## src/rtl/hyst_cmp_pkg.sv

```systemverilog
// Shared types for the hysteresis time comparator.
// Assumes: no more than the protection-mode encoding needs sharing.
package hyst_cmp_pkg;
    typedef enum logic {
        PROT_OVER  = 1'b0,
        PROT_UNDER = 1'b1
    } prot_mode_t;
endpackage

```

## src/rtl/hyst_shift_gen.sv

```systemverilog
// Delayed set-point edge generator.
// Arms on the first set-point edge, latches the code, and counts reference
// ticks strictly after that cycle. It fires on the code-th tick, or at once
// when the code is zero. Assumes single-cycle tick and event pulses.
module hyst_shift_gen #(
    parameter int CODE_W = 5
) (
    input  logic              clk,
    input  logic              rst_n,
    input  logic              clear,
    input  logic              ta_first,
    input  logic              tick,
    input  logic [CODE_W-1:0] code,
    output logic              shift_now
);
    localparam int CNT_W = CODE_W + 1;
    localparam logic [CNT_W-1:0] ONE = CNT_W'(1);

    logic              armed;
    logic [CODE_W-1:0] cnt;
    logic [CODE_W-1:0] code_q;
    logic [CNT_W-1:0]  cnt_next;
    logic              hit;

    // Next count and terminal-tick detection
    always_comb begin
        cnt_next  = {1'b0, cnt} + ONE;
        hit       = armed && tick && (cnt_next == {1'b0, code_q});
        shift_now = !clear && ((ta_first && (code == '0)) || hit);
    end

    // Arm, count and disarm the tick counter
    always_ff @(posedge clk) begin
        if (!rst_n || clear) begin
            armed  <= 1'b0;
            cnt    <= '0;
            code_q <= '0;
        end else if (ta_first && (code != '0)) begin
            armed  <= 1'b1;
            cnt    <= '0;
            code_q <= code;
        end else if (armed && tick) begin
            if (hit) armed <= 1'b0;
            else     cnt   <= cnt_next[CODE_W-1:0];
        end
    end
endmodule

```

## src/rtl/edge_order_cap.sv

```systemverilog
// Edge order capture.
// Keeps one flag per edge kind. When the temperature edge arrives, it samples
// whether the set-point edge and the delayed edge had been seen in earlier
// cycles, so an edge in the same cycle counts as later. It issues one decide
// pulse, in the cycle where the last of the three edges occurs.
module edge_order_cap (
    input  logic clk,
    input  logic rst_n,
    input  logic clear,
    input  logic td_evt,
    input  logic ta_evt,
    input  logic shift_now,
    output logic ta_first,
    output logic decide,
    output logic late_a,
    output logic late_s
);
    logic ta_seen, sh_seen, td_seen, done;
    logic late_a_q, late_s_q;
    logic td_first;

    // First-occurrence detection, order sample and completion
    always_comb begin
        ta_first = ta_evt && !ta_seen && !clear;
        td_first = td_evt && !td_seen && !clear;
        late_a   = td_first ? ta_seen : late_a_q;
        late_s   = td_first ? sh_seen : late_s_q;
        decide   = !done && !clear
                   && (ta_seen || ta_first)
                   && (sh_seen || shift_now)
                   && (td_seen || td_first);
    end

    // Seen flags and the stored order sample
    always_ff @(posedge clk) begin
        if (!rst_n || clear) begin
            ta_seen  <= 1'b0;
            sh_seen  <= 1'b0;
            td_seen  <= 1'b0;
            done     <= 1'b0;
            late_a_q <= 1'b0;
            late_s_q <= 1'b0;
        end else begin
            if (ta_first)  ta_seen <= 1'b1;
            if (shift_now) sh_seen <= 1'b1;
            if (td_first) begin
                td_seen  <= 1'b1;
                late_a_q <= ta_seen;
                late_s_q <= sh_seen;
            end
            if (decide) done <= 1'b1;
        end
    end
endmodule

```

## src/rtl/alarm_window.sv

```systemverilog
// Alarm register with a hold window.
// On a decide pulse it sets, clears or keeps the alarm, depending on where
// the temperature edge fell relative to the window and on the protection mode.
module alarm_window
    import hyst_cmp_pkg::*;
(
    input  logic       clk,
    input  logic       rst_n,
    input  logic       decide,
    input  logic       late_a,
    input  logic       late_s,
    input  prot_mode_t mode,
    output logic       alarm
);
    logic nxt;

    // Window decision: outside the window moves the alarm, inside holds it
    always_comb begin
        nxt = alarm;
        if (decide) begin
            if (mode == PROT_OVER) begin
                if (late_s)      nxt = 1'b1;
                else if (!late_a) nxt = 1'b0;
            end else begin
                if (!late_a)     nxt = 1'b1;
                else if (late_s) nxt = 1'b0;
            end
        end
    end

    // Alarm state register
    always_ff @(posedge clk) begin
        if (!rst_n) alarm <= 1'b0;
        else        alarm <= nxt;
    end
endmodule

```

## src/rtl/hyst_time_cmp.sv

```systemverilog
// Top level of the hysteresis time comparator.
// Ties together the delayed-edge generator, the order capture and the alarm
// register. All events are clock-synchronous single-cycle pulses.
module hyst_time_cmp
    import hyst_cmp_pkg::*;
#(
    parameter int CODE_W = 5
) (
    input  logic              clk,
    input  logic              rst_n,
    input  logic              conv_start,
    input  logic              td_evt,
    input  logic              ta_evt,
    input  logic              ref_tick,
    input  logic [CODE_W-1:0] hyst_code,
    input  logic              under_mode,
    output logic              alarm
);
    logic ta_first, shift_now, decide, late_a, late_s;
    prot_mode_t mode;

    // Protection mode decode
    always_comb mode = under_mode ? PROT_UNDER : PROT_OVER;

    hyst_shift_gen #(.CODE_W(CODE_W)) u_shift (
        .clk(clk), .rst_n(rst_n), .clear(conv_start), .ta_first(ta_first),
        .tick(ref_tick), .code(hyst_code), .shift_now(shift_now)
    );

    edge_order_cap u_cap (
        .clk(clk), .rst_n(rst_n), .clear(conv_start), .td_evt(td_evt),
        .ta_evt(ta_evt), .shift_now(shift_now), .ta_first(ta_first),
        .decide(decide), .late_a(late_a), .late_s(late_s)
    );

    alarm_window u_win (
        .clk(clk), .rst_n(rst_n), .decide(decide), .late_a(late_a),
        .late_s(late_s), .mode(mode), .alarm(alarm)
    );
endmodule

```

## config.mk

```make
export PLATFORM = sky130hd
export DESIGN_NAME = hyst_time_cmp
export DESIGN_NICKNAME = d
export VERILOG_FILES = /design/src/rtl/hyst_cmp_pkg.sv /design/src/rtl/hyst_shift_gen.sv /design/src/rtl/edge_order_cap.sv /design/src/rtl/alarm_window.sv /design/src/rtl/hyst_time_cmp.sv
export SDC_FILE = /design/constraint.sdc
export NUM_CORES = 1
export LEC_CHECK = 0
export ABC_AREA = 1
export CORE_MARGIN = 5
export CORE_UTILIZATION = 47
export CTS_CLUSTER_SIZE = 12
export DETAILED_ROUTE_END_ITERATION = 16
export GPL_ROUTABILITY_DRIVEN = 0
export GPL_TIMING_DRIVEN = 1
export HOLD_SLACK_MARGIN = 0.06
export PLACE_DENSITY = 0.73
export SLEW_MARGIN = 5
export SYNTH_ARGS = -nofsm -noshare
export SYNTH_HDL_FRONTEND = slang
export SYNTH_SLANG_ARGS = --single-unit
```

## constraint.sdc

```tcl
create_clock -name clk -period 1.9 [get_ports clk]
set_clock_uncertainty 0.2 [all_clocks]
set_input_delay 0.38 -clock clk [delete_from_list [all_inputs] [get_ports clk]]
set_output_delay 0.38 -clock clk [all_outputs]
set_load 0.01 [all_outputs]
```

Yosys cells after proc, flatten, opt, wreduce, memory -nomap -nowiden
Cells that the tools add are included.
{"block": "totals", "ram_bits": 0, "latch_bits": 0, "out_inout_bits": 1, "elab_cells": 56, "memories": 0, "reg_bits": 18, "mem_bits_ro": 0, "input_bits": 12}
{"block": "classes", "bitwise_logic": 1, "div": 0, "mux": 11, "reduce_logical": 31, "mul": 0, "shifts": 0, "add_sub_neg": 1, "magnitude_cmp": 0, "eq_ne": 2}
{"op": "1-bit logical AND", "count": 13}
{"op": "1-bit two-way mux", "count": 11}
{"op": "5-bit by 1-bit adder with 6-bit output (second input constant)", "count": 1}
{"op": "6-bit by 5-bit == test with 1-bit output", "count": 1}
{"op": "2-bit AND reduction", "count": 3}
{"op": "1-bit zero test", "count": 5}
{"op": "5-bit zero test", "count": 1}
{"op": "1-bit logical OR", "count": 5}
{"op": "5-bit nonzero test", "count": 1}
{"op": "2-bit nonzero test", "count": 2}
{"op": "2-bit inequality test (second input constant)", "count": 1}
{"op": "2-bit OR reduction", "count": 1}
{"op": "1-bit inverter", "count": 1}

Depth between registers and ports, before layout
{"block": "depth", "ltp_word": 10, "depth_mapped": 14, "ltp_nobuf": 14}

Modules after synthesis
Synthesis repeated with hierarchy kept, for this count alone.
{"block": "unflattened", "hier_cells": 158, "hier_area_um2": 1026.0}
{"mod": "hyst_shift_gen", "seq_area_each_um2": 220.2, "area_each_um2": 696.9, "cells_each": 108, "instances": 1}
{"mod": "edge_order_cap", "seq_area_each_um2": 120.1, "area_each_um2": 252.7, "cells_each": 36, "instances": 1}
{"mod": "alarm_window", "seq_area_each_um2": 20.0, "area_each_um2": 76.3, "cells_each": 14, "instances": 1}

Worst setup path after synthesis
No wires, ideal clock.
{"block": "synth_timing", "kind": "register -> register", "start": "reg u_shift.cnt[0]", "end": "reg u_win.alarm", "setup_time_ps": 114, "path_buffers": 0, "stages_incl_launch_ff": 15, "required_time_ps": 1586, "period_less_slack_ps": 1809, "arrival_ps": 1495, "path_slack_ps": 91, "cell_sequence": "dfxtp_1 > ha_1 > inv_1 > nand2_1 > nand2_2 > nor2_2 > nand2_1 > nor2_2 > nand4_2 > nand2_2 > nand2_2 > nand2_2 > nand3_1 > nand2_1 > a21oi_2"}
{"block": "synth_between", "elab_chain_len": 9}
{"element": "start, declared", "line": "hyst_shift_gen.sv:20", "rtl": "logic [CODE_W-1:0] cnt;"}
{"element": "start signal, assigned", "line": "hyst_shift_gen.sv:44", "rtl": "else cnt <= cnt_next[CODE_W-1:0];"}
{"element": "5-bit by 1-bit adder with 6-bit output", "line": "hyst_shift_gen.sv:27", "rtl": "cnt_next = {1'b0, cnt} + ONE;"}
{"element": "via u_shift.cnt_next[1]", "line": "hyst_shift_gen.sv:22", "rtl": "logic [CNT_W-1:0] cnt_next;"}
{"element": "6-bit by 5-bit == test with 1-bit output", "line": "hyst_shift_gen.sv:28", "rtl": "hit = armed && tick && (cnt_next == {1'b0, code_q});"}
{"element": "1-bit logical AND", "line": "hyst_shift_gen.sv:28"}
{"element": "1-bit logical OR", "line": "hyst_shift_gen.sv:29", "rtl": "shift_now = !clear && ((ta_first && (code == '0)) || hit);"}
{"element": "1-bit logical AND", "line": "hyst_shift_gen.sv:29"}
{"element": "1-bit logical OR", "line": "edge_order_cap.sv:30", "rtl": "&& (sh_seen || shift_now)"}
{"element": "1-bit logical AND", "line": "edge_order_cap.sv:30"}
{"element": "1-bit logical AND", "line": "edge_order_cap.sv:31", "rtl": "&& (td_seen || td_first);"}
{"element": "2-bit AND reduction (no line)"}
{"element": "end signal, assigned", "line": "alarm_window.sv:34", "rtl": "else alarm <= nxt;"}
{"element": "end, declared", "line": "alarm_window.sv:13", "rtl": "output logic alarm"}
The timed path passes the listed nets, and every way through them passes these cells.
A chain may end at the register's enable or synchronous reset.

Worst setup path in the final report
{"block": "layout_timing", "start": "reg u_shift.cnt[1]", "end": "reg u_win.alarm"}
The elaborated chain is that of the path after synthesis.

==> flow_summary.json <==
{
  "clock_latency_ps": 300,
  "worstSetupEndpointType": "flip-flop",
  "critical_path_class": "reg2reg",
  "clk_pin_slew_ps": 110,
  "grt_overflow": 0,
  "multi_input_area_um2": 522,
  "wl_per_cell_um": 10.8,
  "clockBufferDepth": 2,
  "p_switching_uw": 172,
  "ant_nets": 0,
  "cts_buffers": 3,
  "grt_pass1_wl_um": 3530,
  "boundaryPins": 13,
  "cts.sinks": 18,
  "grt_pass1_vias": 903,
  "cp_slowest_cell": "dfxtp_2",
  "drc": 0,
  "yosysTopAreaCell": "dfxtp_1",
  "min_path_cells": 2,
  "yosys-top-cells-count": "nand2_1, inv_1, dfxtp_1",
  "synth_most_common_cell": "nand2_1",
  "crit_buf_inv": 1,
  "slowest_delay_ps": 350,
  "syn_avg_cell_area_um2": 6.79,
  "rsz0062_at_grt": "true",
  "syn_inst": 137,
  "synth_nets": 150,
  "syn_to_final_growth_pct": 36.9,
  "powerDensity_nw_per_um2": 536,
  "synth-seq-area-share_pct": 38.8,
  "grt_max_degree": 10,
  "n_antenna_cell": 0,
  "finalCritPeriodShare_pct": 98.5,
  "post-route-util_pct": 66.2,
  "p_comb_share_pct": 14.5,
  "cp_num_cells": 14,
  "start_util_pct": 48.4,
  "p_leak_nw": 0.513,
  "p_seq_share_pct": 57.0,
  "vias": 930,
  "synth_area_leaders": "dfxtp_1, nand2_1, inv_1",
  "htree_num_levels": 1,
  "timing.fmax_mhz": 534,
  "period_needed_ps": 1870,
  "synth_top_area_share_pct": 38.8,
  "rr_worst_depth": 14,
  "cts_tree": "built",
  "seqCellArea_um2": 363,
  "path_common_cell": "nand2_2",
  "fin_tns_setup_ps": 0,
  "slew_headroom_pct": 72.9,
  "drt-total-wl_um": 2090,
  "vdd_drop_max_v": 0.000380,
  "die_area_um2": 2970,
  "hold_class": "reg2reg",
  "synth_area_um2": 930,
  "clkPwrFrac_pct": 28.5,
  "dieHeight_um": 54.5,
  "status": "finished clean",
  "synth_warnings": 0,
  "crit_path_start_kind": "flip-flop",
  "path_cells": "ha_4, inv_4, nand2_4, nand2_2, nor2_2, nand2_1, nor2_2, nand4_2, nand2_2, nand2_2, nand2_4, nand3_2, nand2_2, a21oi_2",
  "core_um2": 1920,
  "worstPathRequired_ps": 1890,
  "design_area_um2": 1270,
  "post_route_cells_drive_above_1_share_pct": 29.5,
  "fillers": 170,
  "synthFlopType": "dfxtp_1",
  "hold_viol_final": 0,
  "rrSetupSlack_ps": 30,
  "internal_power_uw": 510,
  "max_cap_viol_count": 0,
  "drtIter0Drc": 15,
  "dp_hpwl_um": 1630,
  "io_buffers": 12,
  "grt_antenna_before_repair": 0,
  "worstPathArrival_ps": 1870,
  "cts_root_buffer": "clkbuf_4",
  "drv_slew": 0,
  "placed_cell_area_um2": 1180,
  "crit_family": "simple AND/OR/NAND/NOR gates",
  "fp.dieW_um": 54.5,
  "final_nets": 181,
  "synthArstFlopShare_pct": 0,
  "power_uw": 682,
  "synth_edf_count": 0,
  "swShare_pct": 25.2,
  "setup_viol": 0,
  "cp_max_fo": 3,
  "tightest_slew_ps": 403,
  "synth_cell_types": 22,
  "grt_use_total_pct": 16.4,
  "synth_seq_cells": 18,
  "firstDrtPassIters": 4,
  "fp-row-count": 16,
  "via_per_inst": 4.82
}
-- area by class of cell --
type / instances / area share [%]
well taps: 27 / 2.65
inverters: 25 / 7.77
clock buffers: 3 / 1.77
flip-flops and latches: 18 / 28.5
multi-input cells: 93 / 41.0
repair buffers: 27 / 18.3
-- cell usage in the layout (no fill, tap or decap), types with 2 or more instances in the layout --
cell,Yosys,routed
dfxtp_1,18,16
buf_4,0,15
nor2_1,11,11
inv_4,0,2
o21ai_1,6,3
nand2_2,7,8
o21ai_0,6,6
nand2_4,0,2
dfxtp_2,0,2
nand3_2,1,3
inv_2,5,4
o21ai_2,0,3
nand3_1,11,9
clkbuf_4,0,3
nor2_2,2,2
a21oi_1,10,10
nand2_1,28,25
inv_1,20,19
nand4_1,3,3
clkdlybuf4s50_1,0,12
-- worst reg2reg max path, stage by stage, from the launching register on --
cell     delay, ps
dfxtp_2        350
ha_4           280
inv_4           40
nand2_4         50
nand2_2         50
nor2_2         110
nand2_1         80
nor2_2         110
nand4_2        100
nand2_2         80
nand2_2         60
nand2_4         70
nand3_2         60
nand2_2         80
a21oi_2         40
-- registers in the layout, summed over array words and instances, names as in the netlist --
name / count
u_cap.sh_seen: 1
u_cap.td_seen: 1
u_cap.done: 1
u_shift.armed: 1
u_win.alarm: 1
u_cap.late_s_q: 1
u_shift.cnt: 5
u_shift.code_q: 5
u_cap.ta_seen: 1
u_cap.late_a_q: 1
-- what timing repair did --
action | 4_1_cts | 5_1_grt
hold buffers | 0 | 0
setup buffers | 1 | 0
resized for setup | 7 | 10
setup endpoints to repair | 2 | 7
pin swaps | 9 | 9
-- per-layer routing --
metal	global-route usage (%)	wire (um)
met1	20.8	1020
met2	25.5	954
met3	3.54	66
met4	9.13	43
met5	0	0
-- per-stage QoR --
| step | hold WS [ps] | std cells | worst slack [ps] |
|---|---|---|---|
| floorplan | 237 | 137 | 91.4 |
| global placement | 250 | 189 | -183 |
| detailed placement | 259 | 189 | -307 |
| CTS | 274 | 193 | -11.5 |
| global route | 292 | 193 | -138 |
| finish | 281 | 193 | 28.4 |
-- cells by family (layout without fill, tap and decap cells) --
kind of cell	count (synthesis)	in the layout	synth area share [%]
simple gates	68	68	35.1
buf+inv	26	55	11.3
compound gates	24	24	13.5
flops	18	18	38.8
fa+ha+maj	1	1	1.35
-- worst paths after layout --
check,startpoint,end
hold reg to reg,u_shift.armed,u_shift.armed
hold / removal,u_shift.armed,u_shift.armed
setup reg to reg,u_shift.cnt[1],u_win.alarm
setup / recovery,u_shift.cnt[1],u_win.alarm
-- power by group through the flow --
stage                     clock (mW)  sequential [mW]  combinational, mW
after floorplan                    0            0.396             0.0395
after global placement             0            0.396             0.0911
after detailed placement           0            0.397             0.0924
after CTS                      0.196            0.388             0.0952
after global routing           0.210            0.390              0.110
final                          0.194            0.389             0.0985
No activity file was read; power rests on OpenSTA's default activity.
